`src/rtl/phy_lock_pkg.sv`:
```
package phy_lock_pkg;

    localparam int CR_W = 16;

    // PHY-internal register addresses and values used by the sequence
    localparam logic [CR_W-1:0] REG_CLK_RST   = 16'h7F3F;
    localparam logic [CR_W-1:0] VAL_RST_REQ   = 16'h0001;
    localparam logic [CR_W-1:0] REG_LANE_STAT = 16'h2003;
    localparam int              PLL_OK_BIT    = 1;

    typedef enum logic [1:0] {
        OP_ADDR  = 2'd0,
        OP_WRITE = 2'd1,
        OP_READ  = 2'd2
    } cr_op_e;

    typedef struct packed {
        cr_op_e          op;
        logic [CR_W-1:0] data;
    } cr_req_t;

    typedef struct packed {
        logic cap_addr;
        logic cap_data;
        logic wr;
        logic rd;
    } cr_strobe_t;

    typedef enum logic [2:0] {
        M_IDLE,
        M_SETUP,
        M_HI,
        M_LO,
        M_WR
    } mst_state_e;

    typedef enum logic [2:0] {
        S_IDLE,
        S_RST_ADDR,
        S_RST_WR,
        S_GAP_LOAD,
        S_GAP,
        S_POLL_ADDR,
        S_POLL_RD
    } seq_state_e;

    function automatic logic pll_is_locked(input logic [CR_W-1:0] word);
        return word[PLL_OK_BIT];
    endfunction

    function automatic int max2(input int a, input int b);
        return (a > b) ? a : b;
    endfunction

endpackage

```
`src/rtl/cr_port_master.sv`:
```
module cr_port_master
    import phy_lock_pkg::*;
#(
    parameter int ACK_LIMIT = 1000,
    parameter int WR_HOLD   = 4
) (
    input  logic            clk,
    input  logic            rst,
    input  logic            go,
    input  cr_req_t         req,
    output logic            op_done,
    output logic            op_err,
    output logic [CR_W-1:0] rdata,
    output cr_strobe_t      strb,
    output logic [CR_W-1:0] bus,
    input  logic            ack,
    input  logic [CR_W-1:0] dout
);
    localparam int CNT_MAX = max2(ACK_LIMIT, WR_HOLD);
    localparam int CNT_W   = $clog2(CNT_MAX + 1);
    localparam logic [CNT_W-1:0] ACK_LAST = CNT_W'(ACK_LIMIT - 1);
    localparam logic [CNT_W-1:0] WR_LAST  = CNT_W'(WR_HOLD - 1);

    mst_state_e       st;
    cr_op_e           op_q;
    logic [CR_W-1:0]  bus_q;
    logic [CNT_W-1:0] cnt;

    always_ff @(posedge clk) begin
        if (rst) begin
            st      <= M_IDLE;
            op_q    <= OP_ADDR;
            bus_q   <= '0;
            cnt     <= '0;
            op_done <= 1'b0;
            op_err  <= 1'b0;
            rdata   <= '0;
        end else begin
            op_done <= 1'b0;
            op_err  <= 1'b0;
            unique case (st)
                M_IDLE: begin
                    if (go) begin
                        op_q <= req.op;
                        if (req.op != OP_READ)
                            bus_q <= req.data;
                        cnt <= '0;
                        st  <= M_SETUP;
                    end
                end
                M_SETUP: begin
                    cnt <= '0;
                    st  <= M_HI;
                end
                M_HI: begin
                    if (ack) begin
                        if (op_q == OP_READ)
                            rdata <= dout;
                        cnt <= '0;
                        st  <= M_LO;
                    end else if (cnt == ACK_LAST) begin
                        op_err <= 1'b1;
                        st     <= M_IDLE;
                    end else begin
                        cnt <= cnt + 1'b1;
                    end
                end
                M_LO: begin
                    if (!ack) begin
                        cnt <= '0;
                        if (op_q == OP_WRITE) begin
                            st <= M_WR;
                        end else begin
                            op_done <= 1'b1;
                            st      <= M_IDLE;
                        end
                    end else if (cnt == ACK_LAST) begin
                        op_err <= 1'b1;
                        st     <= M_IDLE;
                    end else begin
                        cnt <= cnt + 1'b1;
                    end
                end
                M_WR: begin
                    if (cnt == WR_LAST) begin
                        op_done <= 1'b1;
                        st      <= M_IDLE;
                    end else begin
                        cnt <= cnt + 1'b1;
                    end
                end
                default: st <= M_IDLE;
            endcase
        end
    end

    always_comb begin
        strb.cap_addr = (st == M_HI) && (op_q == OP_ADDR);
        strb.cap_data = (st == M_HI) && (op_q == OP_WRITE);
        strb.rd       = (st == M_HI) && (op_q == OP_READ);
        strb.wr       = (st == M_WR);
    end

    assign bus = bus_q;

    logic any_stb;
    assign any_stb = strb.cap_addr | strb.cap_data | strb.rd | strb.wr;

    p_single_strobe_r3: assert property (@(posedge clk) disable iff (rst)
        $onehot0({strb.cap_addr, strb.cap_data, strb.wr, strb.rd}));

    p_bus_stable_r3: assert property (@(posedge clk) disable iff (rst)
        (any_stb && $past(any_stb)) |-> $stable(bus));

    p_done_err_excl_r8: assert property (@(posedge clk) disable iff (rst)
        !(op_done && op_err));

    p_err_drops_strobe_r8: assert property (@(posedge clk) disable iff (rst)
        op_err |-> !any_stb);

endmodule

```
`src/rtl/gap_timer.sv`:
```
module gap_timer #(
    parameter int SPAN = 10000
) (
    input  logic clk,
    input  logic rst,
    input  logic load,
    output logic expired
);
    localparam int GW = $clog2(SPAN + 1);
    localparam logic [GW-1:0] SPAN_V = GW'(SPAN);

    logic [GW-1:0] left;

    always_ff @(posedge clk) begin
        if (rst)
            left <= '0;
        else if (load)
            left <= SPAN_V;
        else if (left != '0)
            left <= left - 1'b1;
    end

    assign expired = (left == '0);

    p_gap_hold_r4: assert property (@(posedge clk) disable iff (rst)
        load |=> !expired);

endmodule

```
`src/rtl/phy_lock_seq.sv`:
```
module phy_lock_seq
    import phy_lock_pkg::*;
#(
    parameter int MAX_POLLS = 100
) (
    input  logic            clk,
    input  logic            rst,
    input  logic            enable,
    output logic            go,
    output cr_req_t         req,
    input  logic            op_done,
    input  logic            op_err,
    input  logic [CR_W-1:0] rdata,
    output logic            gap_load,
    input  logic            gap_expired,
    output logic            done_o,
    output logic            ready_o,
    output logic            timeout_o
);
    localparam int PC_W = $clog2(MAX_POLLS + 1);
    localparam logic [PC_W-1:0] LAST_POLL = PC_W'(MAX_POLLS - 1);

    seq_state_e      st;
    logic            pend;
    logic [PC_W-1:0] pcnt;

    assign gap_load = (st == S_GAP_LOAD);

    always_ff @(posedge clk) begin
        if (rst) begin
            st        <= S_IDLE;
            pend      <= 1'b0;
            pcnt      <= '0;
            go        <= 1'b0;
            req       <= '{op: OP_ADDR, data: '0};
            done_o    <= 1'b0;
            ready_o   <= 1'b0;
            timeout_o <= 1'b0;
        end else begin
            go     <= 1'b0;
            done_o <= 1'b0;
            if (pend && op_err) begin
                pend      <= 1'b0;
                timeout_o <= 1'b1;
                done_o    <= 1'b1;
                st        <= S_IDLE;
            end else begin
                unique case (st)
                    S_IDLE: begin
                        if (enable) begin
                            ready_o   <= 1'b0;
                            timeout_o <= 1'b0;
                            pcnt      <= '0;
                            st        <= S_RST_ADDR;
                        end
                    end
                    S_RST_ADDR: begin
                        if (!pend) begin
                            go   <= 1'b1;
                            req  <= '{op: OP_ADDR, data: REG_CLK_RST};
                            pend <= 1'b1;
                        end else if (op_done) begin
                            pend <= 1'b0;
                            st   <= S_RST_WR;
                        end
                    end
                    S_RST_WR: begin
                        if (!pend) begin
                            go   <= 1'b1;
                            req  <= '{op: OP_WRITE, data: VAL_RST_REQ};
                            pend <= 1'b1;
                        end else if (op_done) begin
                            pend <= 1'b0;
                            st   <= S_GAP_LOAD;
                        end
                    end
                    S_GAP_LOAD: st <= S_GAP;
                    S_GAP: begin
                        if (gap_expired)
                            st <= S_POLL_ADDR;
                    end
                    S_POLL_ADDR: begin
                        if (!pend) begin
                            go   <= 1'b1;
                            req  <= '{op: OP_ADDR, data: REG_LANE_STAT};
                            pend <= 1'b1;
                        end else if (op_done) begin
                            pend <= 1'b0;
                            st   <= S_POLL_RD;
                        end
                    end
                    S_POLL_RD: begin
                        if (!pend) begin
                            go   <= 1'b1;
                            req  <= '{op: OP_READ, data: REG_LANE_STAT};
                            pend <= 1'b1;
                        end else if (op_done) begin
                            pend <= 1'b0;
                            pcnt <= pcnt + 1'b1;
                            if (pll_is_locked(rdata)) begin
                                ready_o <= 1'b1;
                                done_o  <= 1'b1;
                                st      <= S_IDLE;
                            end else if (pcnt == LAST_POLL) begin
                                timeout_o <= 1'b1;
                                done_o    <= 1'b1;
                                st        <= S_IDLE;
                            end else begin
                                st <= S_GAP_LOAD;
                            end
                        end
                    end
                    default: st <= S_IDLE;
                endcase
            end
        end
    end

    p_result_excl_r10: assert property (@(posedge clk) disable iff (rst)
        !(ready_o && timeout_o));

    p_done_has_result_r6: assert property (@(posedge clk) disable iff (rst)
        done_o |-> (ready_o || timeout_o));

    p_done_single_r6: assert property (@(posedge clk) disable iff (rst)
        done_o |=> !done_o);

    p_poll_budget_r7: assert property (@(posedge clk) disable iff (rst)
        pcnt <= PC_W'(MAX_POLLS));

    p_flags_sticky_r10: assert property (@(posedge clk) disable iff (rst)
        (ready_o && !enable) |=> ready_o);

endmodule

```
`src/rtl/phy_lock_sequencer.sv`:
```
module phy_lock_sequencer
    import phy_lock_pkg::*;
#(
    parameter int POLL_GAP  = 10000,
    parameter int MAX_POLLS = 100,
    parameter int ACK_LIMIT = 1000,
    parameter int WR_HOLD   = 4
) (
    input  logic        clk,
    input  logic        rst,
    input  logic        enable,
    output logic [15:0] phy_bus,
    output logic        phy_cap_addr,
    output logic        phy_cap_data,
    output logic        phy_wr,
    output logic        phy_rd,
    input  logic        phy_ack,
    input  logic [15:0] phy_dout,
    output logic        seq_done,
    output logic        seq_ready,
    output logic        seq_timeout
);
    logic            go;
    cr_req_t         req;
    logic            op_done;
    logic            op_err;
    logic [CR_W-1:0] rdata;
    logic            gap_load;
    logic            gap_expired;
    cr_strobe_t      strb;

    phy_lock_seq #(
        .MAX_POLLS (MAX_POLLS)
    ) u_seq (
        .clk         (clk),
        .rst         (rst),
        .enable      (enable),
        .go          (go),
        .req         (req),
        .op_done     (op_done),
        .op_err      (op_err),
        .rdata       (rdata),
        .gap_load    (gap_load),
        .gap_expired (gap_expired),
        .done_o      (seq_done),
        .ready_o     (seq_ready),
        .timeout_o   (seq_timeout)
    );

    cr_port_master #(
        .ACK_LIMIT (ACK_LIMIT),
        .WR_HOLD   (WR_HOLD)
    ) u_master (
        .clk     (clk),
        .rst     (rst),
        .go      (go),
        .req     (req),
        .op_done (op_done),
        .op_err  (op_err),
        .rdata   (rdata),
        .strb    (strb),
        .bus     (phy_bus),
        .ack     (phy_ack),
        .dout    (phy_dout)
    );

    gap_timer #(
        .SPAN (POLL_GAP)
    ) u_gap (
        .clk     (clk),
        .rst     (rst),
        .load    (gap_load),
        .expired (gap_expired)
    );

    assign phy_cap_addr = strb.cap_addr;
    assign phy_cap_data = strb.cap_data;
    assign phy_wr       = strb.wr;
    assign phy_rd       = strb.rd;

endmodule

```
`config.mk`:
```
export PLATFORM = sky130hd
export DESIGN_NAME = phy_lock_sequencer
export DESIGN_NICKNAME = d
export VERILOG_FILES = /design/src/rtl/phy_lock_pkg.sv /design/src/rtl/cr_port_master.sv /design/src/rtl/gap_timer.sv /design/src/rtl/phy_lock_seq.sv /design/src/rtl/phy_lock_sequencer.sv
export SDC_FILE = /design/constraint.sdc
export NUM_CORES = 1
export LEC_CHECK = 0
export BUFFER_PORTS_ARGS = -buffer_cell sky130_fd_sc_hd__buf_2
export CORE_MARGIN = 2
export CORE_UTILIZATION = 30
export DETAILED_ROUTE_END_ITERATION = 10
export PLACE_DENSITY_LB_ADDON = 0.1
export SYNTH_ARGS = -nofsm -noshare
export SYNTH_HDL_FRONTEND = slang
export SYNTH_SLANG_ARGS = --single-unit
export TNS_END_PERCENT = 100
```
`constraint.sdc`:
```
create_clock -name clk -period 2 [get_ports clk]
set_input_delay 0.1 -clock clk [delete_from_list [all_inputs] [get_ports clk]]
set_output_delay 0.1 -clock clk [all_outputs]
set_load 0.005 [all_outputs]
```
==> flow_summary.yaml, run 1 <==
floorplanning:
  floorplan_die_width_um: 101
  placement_rows: 35
  fp.dieArea_um2: 10300
  core-area_um2: 9240
  starting_density_pct: 30.8
  floorplan.die.height_um: 101
  io-pin-count: 43
placement:
  routabilityCongestion: 0.764
  count_of_buffers_from_port_buffering: 24
  placedCellCount: 487
  dpl_cell_area_um2: 3100
  detailed_place_hpwl_mm: 4.42
synthesis:
  ys_ff_latch: 55
  yosys.cell_types.count: 60
  synthAdderAreaFrac_pct: 3.87
  synth.yosys.seq_area_share_pct: 38.7
  postSynthAreaPerCell_um2: 8.40
  synthFlopType: "sky130_fd_sc_hd__dfxtp_1"
  synth-async-reset-ratio_pct: 0
  post-synth-top-area-fraction_pct: 38.7
  yosys-top-cells-area: "sky130_fd_sc_hd__dfxtp_1 (39%), sky130_fd_sc_hd__nor2_1 (5.8%), sky130_fd_sc_hd__a21oi_1 (3.9%)"
  synth-edff-count: 0
  ys.warnings.count: 0
  synthesis.instances: 339
  yosys.area_share.xor_xnor_pct: 3.69
  muxShareOfSynthArea_pct: 1.76
  largest_family_of_logic_cells_by_synthesized_area: "simple AND/OR/NAND/NOR gates"
  post-synth-top-area-cell: "sky130_fd_sc_hd__dfxtp_1"
  syn_area_um2: 2850
  post_synthesis_compound_gate_area_fraction_pct: 16.4
  synth-simple-area-share_pct: 27.6
critical_path:
  worstPathMaxFanout: 3
  cpPeakStageDelay_ns: 0.37
  cp-startpoint: "u_gap.left[0]$_SDFFE_PP0P_"
  crit_slowest_cell: "sky130_fd_sc_hd__nor3b_1"
  path_buf_inv: 1
  cp_top_family: "simple AND/OR/NAND/NOR gates"
  worst_endpoint_data_arrival_time_ns: 2.05
  crit_type: "reg -> reg"
  timing.rr.start: "u_gap.left[0]$_SDFFE_PP0P_"
  worst_setup_path_end_kind: "register"
  worst_setup_path_start_kind: "register"
  worst_path_cell_trace: "inv_1 > ha_1 > nor3b_1 > nand4_1 > o22ai_1 > nor2_1 > a211oi_1"
  required_ns: 2.23
sta:
  tightestPinTransition_ns: 0.579
  final_worst_path_period_need_ns: 1.82
  hold_viol_final: 0
  setup_violations: 0
  worst_slew_margin_rel_pct: 61.0
  period_share_pct: 91.0
  maximum_clock_frequency_ghz: 0.550
  slew_viol_final: 0
  rsz_0062_raised_after_global_routing: "false"
  fin_skew_ns: 0.00947
  setup_total_negative_slack_ns: 0
grt:
  grt_start_max_net_pins: 31
  global_route.usage.met3_pct: 2.28
  total_global_routing_overflow: 0
  grt_first_pass_wirelength_mm: 10.9
  first_global_vias: 2321
  grtUsageMet1_pct: 17.6
  grtUsageMet2_pct: 21.5
  antenna_found_initial: 0
  grt.total_usage_pct: 12.9
  grt_most_used_layer: "met2"
clock_tree:
  cts.root.buffer_cell: "sky130_fd_sc_hd__clkbuf_8"
  clock_insertion_delay_worst_skew_ns: 0.31
  cts_num_sinks: 55
  cts-root-to-sink-buffers: 2
  post_cts_hold_buffer_count: 0
  clkSlewWorstSetupHoldPaths_ns: 0.11
  tritoncts: "built"
  cts-buffers-inserted: 5
  htree_levels: 2
final_layout:
  multi_input_comb_area_um2: 1570
  nNetsFinal: 394
  fraction_of_layout_instances_using_a_drive_strength_above_1_pct: 18.5
  finish.cell_count_without_fillers: 496
  ff_latch_area_um2: 1100
  finalInstanceArea_um2: 3250
  antenna_fix_cells: 0
  area_growth_syn_to_layout_pct: 14.0
  fillerInstances: 998
route:
  routed_wl_mm: 6.29
  detail_route.vias_per_cell: 4.89
  detailedRoute.firstIterationViolations: 92
  num_vias: 2424
  drt_pre_antenna_iters: 4
  final_antenna_net_count: 0
  remaining_drc_errors: 0
  wl_per_cell_um: 12.7
power:
  power_density_over_cell_area_nw_per_um2: 1210
  max-vdd-ir-drop_v: 0.000554
  leakage_nw: 1.24
run:
  max_cap_violations: 0
worst_hold_path:
  min_path_type: "in -> reg"
  min_from: "phy_dout[1]"
status:
  status: "finished, final reports clean"
cell type report:
cell class / count / area share, %
well taps: 129 / 4.97
multi-input cells: 248 / 48.3
repair buffers: 44 / 8.33
clock buffers: 6 / 2.54
flip-flops and latches: 55 / 34.0
clock inverters: 2 / 0.501
inverters: 12 / 1.43
metrics by stage:
stage	worst slack [ns]	total power [mW]	utilization (%)	hold slack, ns
after CTS	0.0644	3.85	34.7	0.0230
after detailed placement	0.107	3.16	33.6	0.359
after global placement	0.130	3.16	33.6	0.340
after global routing	0.0109	4.28	35.1	0.0908
after floorplan	0.200	2.70	-	0.244
final	0.181	3.92	35.1	0.0303
worst paths after layout:
path	to	slack, ns	cells after the start
worst min-delay path	u_master.rdata[1]$_SDFFE_PP0P_	0.03	3
worst max-delay path	u_seq.st[0]$_SDFFE_PP0P_	0.18	7
worst min register to register	u_seq.req[0]$_SDFFE_PP0P_	0.49	2
worst max register to register	u_seq.st[0]$_SDFFE_PP0P_	0.18	7
power by group:
part,internal (mW),total [mW],switching (mW)
clock,0.284,0.668,0.384
sequential,1.29,1.49,0.192
combinational,0.796,1.77,0.974
synth_stat cells (3+ instances only):
library cell,number
sky130_fd_sc_hd__ha_1,8
sky130_fd_sc_hd__o21bai_1,3
sky130_fd_sc_hd__buf_4,13
sky130_fd_sc_hd__mux2i_1,5
sky130_fd_sc_hd__or3_1,3
sky130_fd_sc_hd__dfxtp_1,55
sky130_fd_sc_hd__clkbuf_1,8
sky130_fd_sc_hd__nor2_1,44
sky130_fd_sc_hd__nor4_1,5
sky130_fd_sc_hd__a211oi_1,3
sky130_fd_sc_hd__inv_1,11
sky130_fd_sc_hd__o21ai_0,9
sky130_fd_sc_hd__nand3_1,14
sky130_fd_sc_hd__nand4_1,9
sky130_fd_sc_hd__a21oi_1,22
sky130_fd_sc_hd__nand2_1,25
sky130_fd_sc_hd__nand4b_1,3
sky130_fd_sc_hd__nor2b_1,3
sky130_fd_sc_hd__nand2b_1,8
sky130_fd_sc_hd__a311oi_1,5
sky130_fd_sc_hd__nor3b_1,3
sky130_fd_sc_hd__a31oi_1,11
sky130_fd_sc_hd__xor2_1,10
sky130_fd_sc_hd__or4_1,3
sky130_fd_sc_hd__nor3_1,9
cells in the final DEF (no fill, tap or decap), types with 6 or more instances in the layout:
cell	n
sky130_fd_sc_hd__nand2b_1	8
sky130_fd_sc_hd__ha_1	8
sky130_fd_sc_hd__xor2_1	10
sky130_fd_sc_hd__dfxtp_1	54
sky130_fd_sc_hd__nor3_1	9
sky130_fd_sc_hd__nor2_1	44
sky130_fd_sc_hd__buf_2	24
sky130_fd_sc_hd__inv_1	11
sky130_fd_sc_hd__o21ai_0	9
sky130_fd_sc_hd__buf_4	20
sky130_fd_sc_hd__nand2_1	24
sky130_fd_sc_hd__clkbuf_8	6
sky130_fd_sc_hd__a31oi_1	11
sky130_fd_sc_hd__nand3_1	14
sky130_fd_sc_hd__nand4_1	9
sky130_fd_sc_hd__a21oi_1	22
routing by layer:
metal	part of all wire (%)	up-vias	wire length, um
met2	46	19	2900
met5	0	-	0
met3	2.2	2	140
met4	0.48	0	30
met1	51	1146	3220
li1	-	1257	-
sequential cells by signal, summed over array words and instances (netlist names):
| name | count |
|---|---|
| u_seq.done_o | 1 |
| u_master.op_done | 1 |
| u_seq.pend | 1 |
| u_seq.req | 5 |
| u_gap.left | 14 |
| u_master.rdata | 1 |
| u_seq.ready_o | 1 |
| u_master.bus | 3 |
| u_master.op_err | 1 |
| u_master.op_q | 2 |
| u_seq.timeout_o | 1 |
| u_seq.go | 1 |
| u_seq.pcnt | 7 |
| u_master.st | 3 |
| u_master.cnt | 10 |
| u_seq.st | 3 |
cell families after synthesis:
| kind of cell | Yosys count |
|---|---|
| multiplexers | 5 |
| AO/OA/AOI/OAI | 72 |
| flip-flops | 55 |
| adder cells (fa/ha/maj) | 9 |
| buffers and inverters | 38 |
| other | 1 |
| XOR/XNOR | 12 |
| AND/OR/NAND/NOR | 147 |
worst reg2reg max path, cell delays in order, from the launching register on:
cell                       delay [ns]
sky130_fd_sc_hd__dfxtp_1         0.33
sky130_fd_sc_hd__inv_1           0.07
sky130_fd_sc_hd__ha_1            0.21
sky130_fd_sc_hd__nor3b_1         0.37
sky130_fd_sc_hd__nand4_1         0.22
sky130_fd_sc_hd__o22ai_1         0.27
sky130_fd_sc_hd__nor2_1          0.07
sky130_fd_sc_hd__a211oi_1        0.20
timing repair:
action	in CTS	in global routing
buffers inserted	0	1
gates resized for setup	0	9
endpoints found under the hold margin	0	0
endpoints found under the setup margin	0	7
Power figures use the tool's default switching activity.
==> run 2: changes to the inputs <==
Settings changed: CORE_ASPECT_RATIO from default to 0.75.
==> run 2 against run 1 <==
Worst setup slack lost 0.023 ns. Wire length grew 1.2%. Critical path depth fell by 1. Die area about the same. Cell area is 2.4% higher. Sequential power about the same. Total power is 8.1% higher. Critical endpoint is now u_master.cnt[2]$_SDFFE_PP0P_. Largest cell class unchanged.
==> flow_summary.yaml, run 2 (same netlist as run 1, synthesis figures left out) <==
floorplanning:
  fp.dieArea_um2: 10300
  core-area_um2: 9120
  floorplan_die_width_um: 117
  placement_rows: 30
  floorplan.die.height_um: 88.4
  starting_density_pct: 31.2
  io-pin-count: 43
route:
  routed_wl_mm: 6.36
  final_antenna_net_count: 0
  detailedRoute.firstIterationViolations: 124
  detail_route.vias_per_cell: 4.85
  num_vias: 2413
  wl_per_cell_um: 12.8
  drt_pre_antenna_iters: 4
  remaining_drc_errors: 0
grt:
  antenna_found_initial: 0
  grt_first_pass_wirelength_mm: 10.7
  grt.total_usage_pct: 13.1
  first_global_vias: 2201
  total_global_routing_overflow: 0
  global_route.usage.met3_pct: 3.29
  grt_start_max_net_pins: 32
  grtUsageMet2_pct: 18.8
  grtUsageMet1_pct: 19.7
  grt_most_used_layer: "met1"
placement:
  detailed_place_hpwl_mm: 4.52
  routabilityCongestion: 0.731
  post-place-ws_ns: 0.0695
  count_of_buffers_from_port_buffering: 24
  dpl_cell_area_um2: 3120
sta:
  setup_ws_ns: 0.158
  slew_viol_final: 0
  worst_slew_margin_rel_pct: 62.0
  hold_viol_final: 0
  setup_violations: 0
  final_worst_path_period_need_ns: 1.84
  maximum_clock_frequency_ghz: 0.543
  tightestPinTransition_ns: 0.564
  period_share_pct: 92.1
  setup_total_negative_slack_ns: 0
  fin_skew_ns: 0.00650
  rsz_0062_raised_after_global_routing: "false"
  hold-worst-slack_ns: 0.0435
clock_tree:
  cts.root.buffer_cell: "sky130_fd_sc_hd__clkbuf_16"
  cts-buffers-inserted: 5
  cts-root-to-sink-buffers: 2
  clock_insertion_delay_worst_skew_ns: 0.30
  tritoncts: "built"
  htree_levels: 2
  post_cts_hold_buffer_count: 0
  cts_num_sinks: 55
  clkSlewWorstSetupHoldPaths_ns: 0.07
power:
  power_density_over_cell_area_nw_per_um2: 1280
  design_power_total_mw: 4.24
  leakage_nw: 1.29
  max-vdd-ir-drop_v: 0.000637
critical_path:
  cp-startpoint: "u_master.cnt[0]$_SDFFE_PP0P_"
  worst_endpoint_data_arrival_time_ns: 2.05
  timing.rr.start: "u_master.cnt[0]$_SDFFE_PP0P_"
  worst_setup_path_start_kind: "register"
  worstPathMaxFanout: 7
  required_ns: 2.21
  crit_type: "reg -> reg"
  worst_setup_path_end_kind: "register"
final_layout:
  layout.cells.most_common: "sky130_fd_sc_hd__dfxtp_1"
  fillerInstances: 957
  nNetsFinal: 397
  fraction_of_layout_instances_using_a_drive_strength_above_1_pct: 18.4
  largest_reg_flops: 14
  finalInstanceArea_um2: 3320
  reg.largest.list: "u_gap.left x14, u_master.cnt x10, u_seq.pcnt x7"
  multi_input_comb_area_um2: 1550
  most-common-layout-cells: "sky130_fd_sc_hd__dfxtp_1 (55), sky130_fd_sc_hd__nor2_1 (44), sky130_fd_sc_hd__nand2_1 (25)"
  area_growth_syn_to_layout_pct: 16.7
  max_flop_register: "u_gap.left"
  antenna_fix_cells: 0
  ff_latch_area_um2: 1100
worst_hold_path:
  min_path_type: "in -> reg"
  min_from: "phy_dout[1]"
status:
  status: "finished, final reports clean"
run:
  max_cap_violations: 0
run 2: cell count changes in the layout (fill, tap and decap cells not counted), moves of 2 or more:
cell	before	now
sky130_fd_sc_hd__nor3_2	0	2
sky130_fd_sc_hd__clkbuf_8	6	0
sky130_fd_sc_hd__buf_4	20	23
sky130_fd_sc_hd__clkbuf_16	0	5
run 2: final cells by class:
class	count	share of cell area (%)
clock inverters	3	1.32
multi-input cells	248	46.7
clock buffers	5	3.77
inverters	12	1.39
well taps	128	4.82
repair buffers	47	8.81
flip-flops and latches	55	33.1
run 2: metrics by stage:
stage,instances,util (%)
4_1_cts,496,36.0
3_3_place_gp,488,34.2
2_1_floorplan,341,-
3_5_place_dp,488,34.2
5_1_grt,498,36.4
6_report,498,36.4
run 2: per-layer routing:
| metal | part of all wire, % | wire length, um |
|---|---|---|
| met5 | 0 | 0 |
| met4 | 0.60 | 38 |
| met3 | 3.3 | 207 |
| met2 | 41 | 2620 |
| met1 | 55 | 3490 |
run 2: path summary, 6_finish.rpt:
kind / end / slack (ns) / depth (start not counted)
setup / recovery: u_master.cnt[2]$_SDFFE_PP0P_ / 0.16 / 6
hold / removal: u_master.rdata[1]$_SDFFE_PP0P_ / 0.04 / 3
setup reg to reg: u_master.cnt[2]$_SDFFE_PP0P_ / 0.16 / 6
hold reg to reg: u_seq.ready_o$_SDFFE_PP0P_ / 0.48 / 2
run 2: worst max-delay path, cell delays in order (launching register included):
cell and delay, ns:
sky130_fd_sc_hd__dfxtp_1 0.35, sky130_fd_sc_hd__ha_1 0.25, sky130_fd_sc_hd__nor2b_1 0.21, sky130_fd_sc_hd__a31oi_1 0.17
sky130_fd_sc_hd__or2_1 0.36, sky130_fd_sc_hd__buf_4 0.17, sky130_fd_sc_hd__a311oi_1 0.23
run 2: what timing repair did:
item	in CTS	in global routing
resized for setup	0	5
buffers inserted	0	2
setup endpoints to repair	0	3
run 2: power breakdown:
group / internal (mW) / leakage [nW] / total [mW] / switching, mW
Sequential: 1.29 / 0.447 / 1.49 / 0.194
Combinational: 0.789 / 0.764 / 1.74 / 0.952
Clock: 0.592 / 0.0838 / 1.01 / 0.419
Total: 2.67 / 1.29 / 4.24 / 1.57
